## src/rtl/regctx_pkg.sv

```systemverilog
package regctx_pkg;
  typedef enum logic [1:0] {
    CLS_LOCAL  = 2'd0,
    CLS_GLOBAL = 2'd1,
    CLS_SHARED = 2'd2,
    CLS_ZERO   = 2'd3
  } reg_class_e;
endpackage

```

## src/rtl/regctx_slot_table.sv

```systemverilog
module regctx_slot_table #(
  parameter int NUM_SLOTS = 8,
  parameter int PHYS_W    = 10,
  localparam int SLOT_W   = $clog2(NUM_SLOTS)
) (
  input  logic              clk,
  input  logic              rst_n,
  input  logic              launch_valid,
  input  logic [SLOT_W-1:0] launch_slot,
  input  logic [PHYS_W-1:0] launch_base,
  input  logic [PHYS_W-1:0] launch_gbase,
  input  logic [PHYS_W-1:0] launch_cbase,
  input  logic [SLOT_W-1:0] launch_pred,
  input  logic              launch_first,
  input  logic              term_valid,
  input  logic [SLOT_W-1:0] term_slot,
  input  logic [SLOT_W-1:0] rd_slot,
  output logic              cur_valid,
  output logic [PHYS_W-1:0] cur_base,
  output logic [PHYS_W-1:0] cur_gbase,
  output logic [PHYS_W-1:0] cur_cbase,
  output logic              cur_first,
  output logic              pred_valid,
  output logic [PHYS_W-1:0] pred_base
);
  logic [NUM_SLOTS-1:0] valid_q, valid_d, load_en;
  logic [PHYS_W-1:0]    base_q  [NUM_SLOTS];
  logic [PHYS_W-1:0]    gbase_q [NUM_SLOTS];
  logic [PHYS_W-1:0]    cbase_q [NUM_SLOTS];
  logic [SLOT_W-1:0]    pred_q  [NUM_SLOTS];
  logic [NUM_SLOTS-1:0] first_q;
  logic [SLOT_W-1:0]    pred_idx;

  for (genvar s = 0; s < NUM_SLOTS; s++) begin : g_slot
    logic clr_en;
    assign load_en[s] = launch_valid && (launch_slot == SLOT_W'(s));
    assign clr_en     = term_valid && (term_slot == SLOT_W'(s));
    // launch wins over terminate on the same slot
    assign valid_d[s] = load_en[s] | (valid_q[s] & ~clr_en);

    always_ff @(posedge clk or negedge rst_n) begin
      if (!rst_n) valid_q[s] <= 1'b0;
      else        valid_q[s] <= valid_d[s];
    end

    always_ff @(posedge clk) begin
      if (load_en[s]) begin
        base_q[s]  <= launch_base;
        gbase_q[s] <= launch_gbase;
        cbase_q[s] <= launch_cbase;
        pred_q[s]  <= launch_pred;
        first_q[s] <= launch_first;
      end
    end
  end

  always_comb begin
    cur_valid  = valid_q[rd_slot];
    cur_base   = base_q[rd_slot];
    cur_gbase  = gbase_q[rd_slot];
    cur_cbase  = cbase_q[rd_slot];
    cur_first  = first_q[rd_slot];
    pred_idx   = pred_q[rd_slot];
    pred_valid = valid_q[pred_idx];
    pred_base  = base_q[pred_idx];
  end
endmodule

```

## src/rtl/regctx_classify.sv

```systemverilog
module regctx_classify
  import regctx_pkg::*;
#(
  parameter int SPEC_W  = 5,
  parameter int GLB_CNT = 8,
  parameter int SHR_CNT = 4
) (
  input  logic [SPEC_W-1:0] spec,
  output reg_class_e        cls,
  output logic [SPEC_W-1:0] offset
);
  localparam logic [SPEC_W-1:0] GLB_LIM   = SPEC_W'(GLB_CNT);
  localparam logic [SPEC_W-1:0] SHR_LIM   = SPEC_W'(GLB_CNT + SHR_CNT);
  localparam logic [SPEC_W-1:0] ZERO_SPEC = '1;

  always_comb begin
    if (spec == ZERO_SPEC) begin
      cls    = CLS_ZERO;
      offset = '0;
    end else if (spec < GLB_LIM) begin
      cls    = CLS_GLOBAL;
      offset = spec;
    end else if (spec < SHR_LIM) begin
      cls    = CLS_SHARED;
      offset = spec - GLB_LIM;
    end else begin
      cls    = CLS_LOCAL;
      offset = spec - GLB_LIM;
    end
  end
endmodule

```

## src/rtl/regctx_addr_gen.sv

```systemverilog
module regctx_addr_gen
  import regctx_pkg::*;
#(
  parameter int PHYS_W = 10,
  parameter int SPEC_W = 5
) (
  input  reg_class_e        cls,
  input  logic [SPEC_W-1:0] offset,
  input  logic              is_write,
  input  logic              cur_valid,
  input  logic [PHYS_W-1:0] cur_base,
  input  logic [PHYS_W-1:0] cur_gbase,
  input  logic [PHYS_W-1:0] cur_cbase,
  input  logic              cur_first,
  input  logic              pred_valid,
  input  logic [PHYS_W-1:0] pred_base,
  output logic [PHYS_W-1:0] index,
  output logic              allow,
  output logic              err
);
  localparam int PAD_W = PHYS_W - SPEC_W;

  logic [PHYS_W-1:0] sel_base;
  logic [PHYS_W-1:0] off_ext;
  logic              shr_read;

  assign off_ext  = {{PAD_W{1'b0}}, offset};
  assign shr_read = (cls == CLS_SHARED) && !is_write;

  always_comb begin
    unique case (cls)
      CLS_GLOBAL: sel_base = cur_gbase;
      CLS_SHARED: sel_base = !shr_read ? cur_base :
                             (cur_first ? cur_cbase : pred_base);
      CLS_LOCAL:  sel_base = cur_base;
      default:    sel_base = '0;
    endcase
  end

  always_comb begin
    err   = !cur_valid || (shr_read && !cur_first && !pred_valid);
    allow = !err && !(is_write && (cls == CLS_GLOBAL || cls == CLS_ZERO));
    index = (err || cls == CLS_ZERO) ? '0 : sel_base + off_ext;
  end
endmodule

```

## src/rtl/regctx_xlate.sv

```systemverilog
module regctx_xlate
  import regctx_pkg::*;
#(
  parameter int NUM_SLOTS = 8,
  parameter int PHYS_W    = 10,
  parameter int SPEC_W    = 5,
  parameter int GLB_CNT   = 8,
  parameter int SHR_CNT   = 4,
  localparam int SLOT_W   = $clog2(NUM_SLOTS)
) (
  input  logic              clk,
  input  logic              rst_n,
  input  logic              launch_valid,
  input  logic [SLOT_W-1:0] launch_slot,
  input  logic [PHYS_W-1:0] launch_base,
  input  logic [PHYS_W-1:0] launch_gbase,
  input  logic [PHYS_W-1:0] launch_cbase,
  input  logic [SLOT_W-1:0] launch_pred,
  input  logic              launch_first,
  input  logic              term_valid,
  input  logic [SLOT_W-1:0] term_slot,
  input  logic [SLOT_W-1:0] lk_slot,
  input  logic [SPEC_W-1:0] lk_spec,
  input  logic              lk_write,
  output logic [PHYS_W-1:0] lk_index,
  output logic [1:0]        lk_class,
  output logic              lk_allow,
  output logic              lk_err
);
  logic              cur_valid, cur_first, pred_valid;
  logic [PHYS_W-1:0] cur_base, cur_gbase, cur_cbase, pred_base;
  reg_class_e        cls;
  logic [SPEC_W-1:0] offset;

  regctx_slot_table #(.NUM_SLOTS(NUM_SLOTS), .PHYS_W(PHYS_W)) u_table (
    .clk(clk), .rst_n(rst_n),
    .launch_valid(launch_valid), .launch_slot(launch_slot),
    .launch_base(launch_base), .launch_gbase(launch_gbase),
    .launch_cbase(launch_cbase), .launch_pred(launch_pred),
    .launch_first(launch_first),
    .term_valid(term_valid), .term_slot(term_slot),
    .rd_slot(lk_slot),
    .cur_valid(cur_valid), .cur_base(cur_base), .cur_gbase(cur_gbase),
    .cur_cbase(cur_cbase), .cur_first(cur_first),
    .pred_valid(pred_valid), .pred_base(pred_base)
  );

  regctx_classify #(.SPEC_W(SPEC_W), .GLB_CNT(GLB_CNT), .SHR_CNT(SHR_CNT)) u_cls (
    .spec(lk_spec), .cls(cls), .offset(offset)
  );

  regctx_addr_gen #(.PHYS_W(PHYS_W), .SPEC_W(SPEC_W)) u_addr (
    .cls(cls), .offset(offset), .is_write(lk_write),
    .cur_valid(cur_valid), .cur_base(cur_base), .cur_gbase(cur_gbase),
    .cur_cbase(cur_cbase), .cur_first(cur_first),
    .pred_valid(pred_valid), .pred_base(pred_base),
    .index(lk_index), .allow(lk_allow), .err(lk_err)
  );

  assign lk_class = cls;
endmodule

```

## config.mk

```make
export PLATFORM = sky130hd
export DESIGN_NAME = regctx_xlate
export DESIGN_NICKNAME = d
export VERILOG_FILES = /design/src/rtl/regctx_pkg.sv /design/src/rtl/regctx_slot_table.sv /design/src/rtl/regctx_classify.sv /design/src/rtl/regctx_addr_gen.sv /design/src/rtl/regctx_xlate.sv
export SDC_FILE = /design/constraint.sdc
export NUM_CORES = 1
export LEC_CHECK = 0
export BUFFER_PORTS_ARGS = -buffer_cell sky130_fd_sc_hd__buf_2
export CORE_MARGIN = 5
export CORE_UTILIZATION = 42
export DETAILED_ROUTE_END_ITERATION = 8
export GPL_ROUTABILITY_DRIVEN = 0
export PLACE_DENSITY_LB_ADDON = 0.15
export SYNTH_ARGS = -nofsm -noshare
export SYNTH_HDL_FRONTEND = slang
export SYNTH_SLANG_ARGS = --single-unit
```

## constraint.sdc

```tcl
create_clock -name clk -period 3.9 [get_ports clk]
set_input_delay 0.195 -clock clk [delete_from_list [all_inputs] [get_ports clk]]
set_output_delay 0.195 -clock clk [all_outputs]
set_load 0.01 [all_outputs]
```

==> metrics.txt <==
post-DP HPWL 17600 um; Yosys cell types 55; Starting Density a little over two fifths; Std-Cell Rows 62; reg2reg end u_table.valid_q[4]$_DFF_PN0_; VDD IR max ~0.29 mV; Total Wirelength approximately 28000 um; critical path type reg -> out; Max clock buf depth 3; Syn Inst Count approximately 640; Post-synth EDFFs ~270; Final Skew 0 ns; max-slew violations 0; Vias per Instance around 5.5; dpl ws -0.317 ns; Die Y around 180 um; CP endpoint kind output pin; highest clock rate ~230 MHz; commonest register cell after synthesis edfxtp_1; Net Count, Synth 698; Startpoint Class flip-flop; Max transition margin about 42%; IO Pins 67; Area growth, synth to finish 21.9%; share of Yosys cell area claimed by the top area cell type 67.3%; Slowest-stage cell, CP mux4_2; slowest stage delay, CP about 0.50 ns; post-synthesis register bit count 280; Initial DRC Count between 400 and 500; overall routing resource usage between 10% and 20%; Crit. path cell count 19; post-layout util 51.7%; TritonCTS clock tree done; nets between 800 and 900; period utilization 113%; DRC Markers 0; Final min period 4.40 ns; clock transition at the registers of the reported paths around 0.06 ns; Die Span X between 150 and 200 um; r2r setup slk about 2.7 ns; Max Cap Viol 0; final-report setup violation count 9; CTS Sinks 280; Final ANT Viol Nets 0; reg2reg path depth 3; number of global-route vias before repair approximately 7000; WP buf/inv 4; Vias 6643; largest net degree at the start of global routing 36; crit path max fanout 9; status finished, violations left; drt first pass iters 6; Core Area 28600 sq um; Worst R2R Start u_table.valid_q[4]$_DFF_PN0_; Fillers between 2000 and 2500; GRT overflow 0; CP arrival between 4 and 5 ns; RSZ-0062 raised after global routing true; pwr dens approximately 480 nW/um^2; first-pass GRT wire length 43200 um; Slew @ Worst Pin between 0.8 and 0.9 ns; antenna diode count 0; initial antenna violation count 0; final instance area ~15000 sq um; share of flip-flops with an asynchronous set or reset 2.86%; CTS root buf clkbuf_16; yosys warns 0; Hold Path Class in -> async; register area share after synthesis between 60 and 70%; final setup margin -0.501 ns; failing checks negative setup slack; TritonCTS Buffers 30; Clock Latency Late Sink 0.54 ns; drt wl/cell around 23 um; Hold Vio Cnt, Final 0; CP cell instances mux4_2, mux2i_4, buf_12, mux2_4, o211ai_1, nand3_1, o211ai_1, o221ai_1, ha_2, buf_4, a21o_1, a21oi_2, o21bai_1, a21oi_2, nor2_2, nand4_1, nor3b_4, buf_4, buf_6; die area between 30000 and 40000 sq um; Worst Path Required approximately 3.7 ns; mapped cell area 12100 sq um; top cells by area, synth edfxtp_1, mux4_2, mux2i_1; Top delay family on crit path multiplexers; share of cells above drive strength 1 between 30% and 40%; Syn Area/Cell 19.0 sq um; Static Leak 5.13 nW; leading area contributor after synthesis edfxtp_1; I/O Buffers 66; H-tree Lvls 1; Placement Cell Area around 13000 sq um; total power draw between 0.007 and 0.008 W
[worst max path at each step]
stage / from / to / slack [ns]
5_1_grt: u_table.pred_q[7][1]$_DFFE_PP_ / lk_index[5] / -0.71
6_report: u_table.pred_q[7][1]$_DFFE_PP_ / lk_index[9] / -0.50
3_3_place_gp: lk_slot[0] / lk_index[9] / -0.33
3_5_place_dp: lk_slot[0] / lk_index[9] / -0.32
2_1_floorplan: lk_slot[0] / lk_index[9] / 0.02
4_1_cts: u_table.pred_q[4][0]$_DFFE_PP_ / lk_index[8] / -0.53
[metal layers]
| metal | GRT usage, % | wire length, um |
|---|---|---|
| met1 | 24.9 | 12700 |
| met4 | 4.33 | 576 |
| met3 | 2.79 | 1660 |
| met5 | 0 | 0 |
| met2 | 27.8 | 13400 |
[metrics by stage]
stage	instances	hold slack [ns]	setup TNS (ns)
finish	1209	0.0369	-3.13
global route	1209	0.0262	-4.90
CTS	1207	0.0103	-3.33
detailed placement	1109	0.0454	-0.909
global placement	1109	0.0432	-0.864
floorplan	639	-0.101	0
[where the power goes]
part,internal [W],switching (W),total [W]
clock network,0.00171,0.00115,0.00285
registers,0.00342,0.0000403,0.00346
logic,0.000413,0.000456,0.000869
total,0.00554,0.00164,0.00718
[placed cells by master, fill, tap and decap left out, types with 5 or more instances in the layout]
| cell type | instances |
|---|---|
| edfxtp_1 | 272 |
| mux4_2 | 70 |
| buf_2 | 63 |
| mux2i_1 | 61 |
| buf_4 | 57 |
| dlygate4sd3_1 | 37 |
| clkbuf_16 | 31 |
| nand2_1 | 17 |
| nor2_1 | 13 |
| and2_1 | 10 |
| nand2b_1 | 10 |
| o211ai_1 | 9 |
| o21ai_0 | 8 |
| dfrtp_1 | 8 |
| a211oi_1 | 7 |
| nand3_1 | 7 |
| mux2_2 | 7 |
| a211o_1 | 6 |
| nor2_4 | 6 |
| clkinv_1 | 6 |
| clkinv_2 | 6 |
| nor2b_1 | 5 |
| mux2_4 | 5 |
| and2_0 | 5 |
| o22a_1 | 5 |
| a21o_1 | 5 |
| clkinvlp_4 | 5 |
[logic make-up after synthesis]
logic type / Yosys count / synth area share (%)
flip-flops: 280 / 68.9
adder cells (fa/ha/maj): 6 / 0.680
buffers and inverters: 37 / 1.82
multiplexers: 146 / 19.5
AND/OR/NAND/NOR: 89 / 3.87
AO/OA/AOI/OAI: 75 / 4.75
XOR/XNOR: 6 / 0.433
[cells in the mapped netlist, drive strengths merged, types with 2 or more instances]
library cell	n
o211ai	10
ha	5
nor2	23
o22ai	2
dfrtp	8
a31oi	5
a21o	5
xnor2	4
nor3	4
and2	15
mux2i	64
edfxtp	272
a211o	6
nand2	17
o21ai	11
inv	4
clkbuf	7
o221ai	5
o22a	5
and3	2
mux2	12
buf	26
a22oi	4
mux4	70
nand3	7
nand2b	10
xor2	2
nor2b	6
a211oi	9
a21oi	8
[area by class of cell]
class	count	area, sq um	area share [%]
multi-input combinational	322	3720	25.1
inverter	4	15.0	0.101
clock buffer	33	783	5.29
clock inverter	23	228	1.54
tap	384	480	3.24
sequential	280	8370	56.5
timing repair buffer	163	1210	8.18
[worst reg2reg max path: cells and delay by family (launching register included)]
family / cells / cell delay (ns)
flops: 1 / 0.40
compound gates: 1 / 0.07
buf+inv: 1 / 0.57
simple gates: 1 / 0.05
[repair_timing]
action,4_1_cts,5_1_grt
resized for setup,26,5
hold buffers,37,0
pin swaps,16,6
hold endpoints to repair,281,0
buffers inserted,5,2
setup endpoints to repair,9,9
[flip-flops by register name (all words and copies together) (netlist names)]
signal and count:
u_table.cbase_q 80, u_table.valid_q 8, u_table.pred_q 24, u_table.base_q 80, u_table.gbase_q 80, u_table.first_q 8
Power figures use the tool's default switching activity.
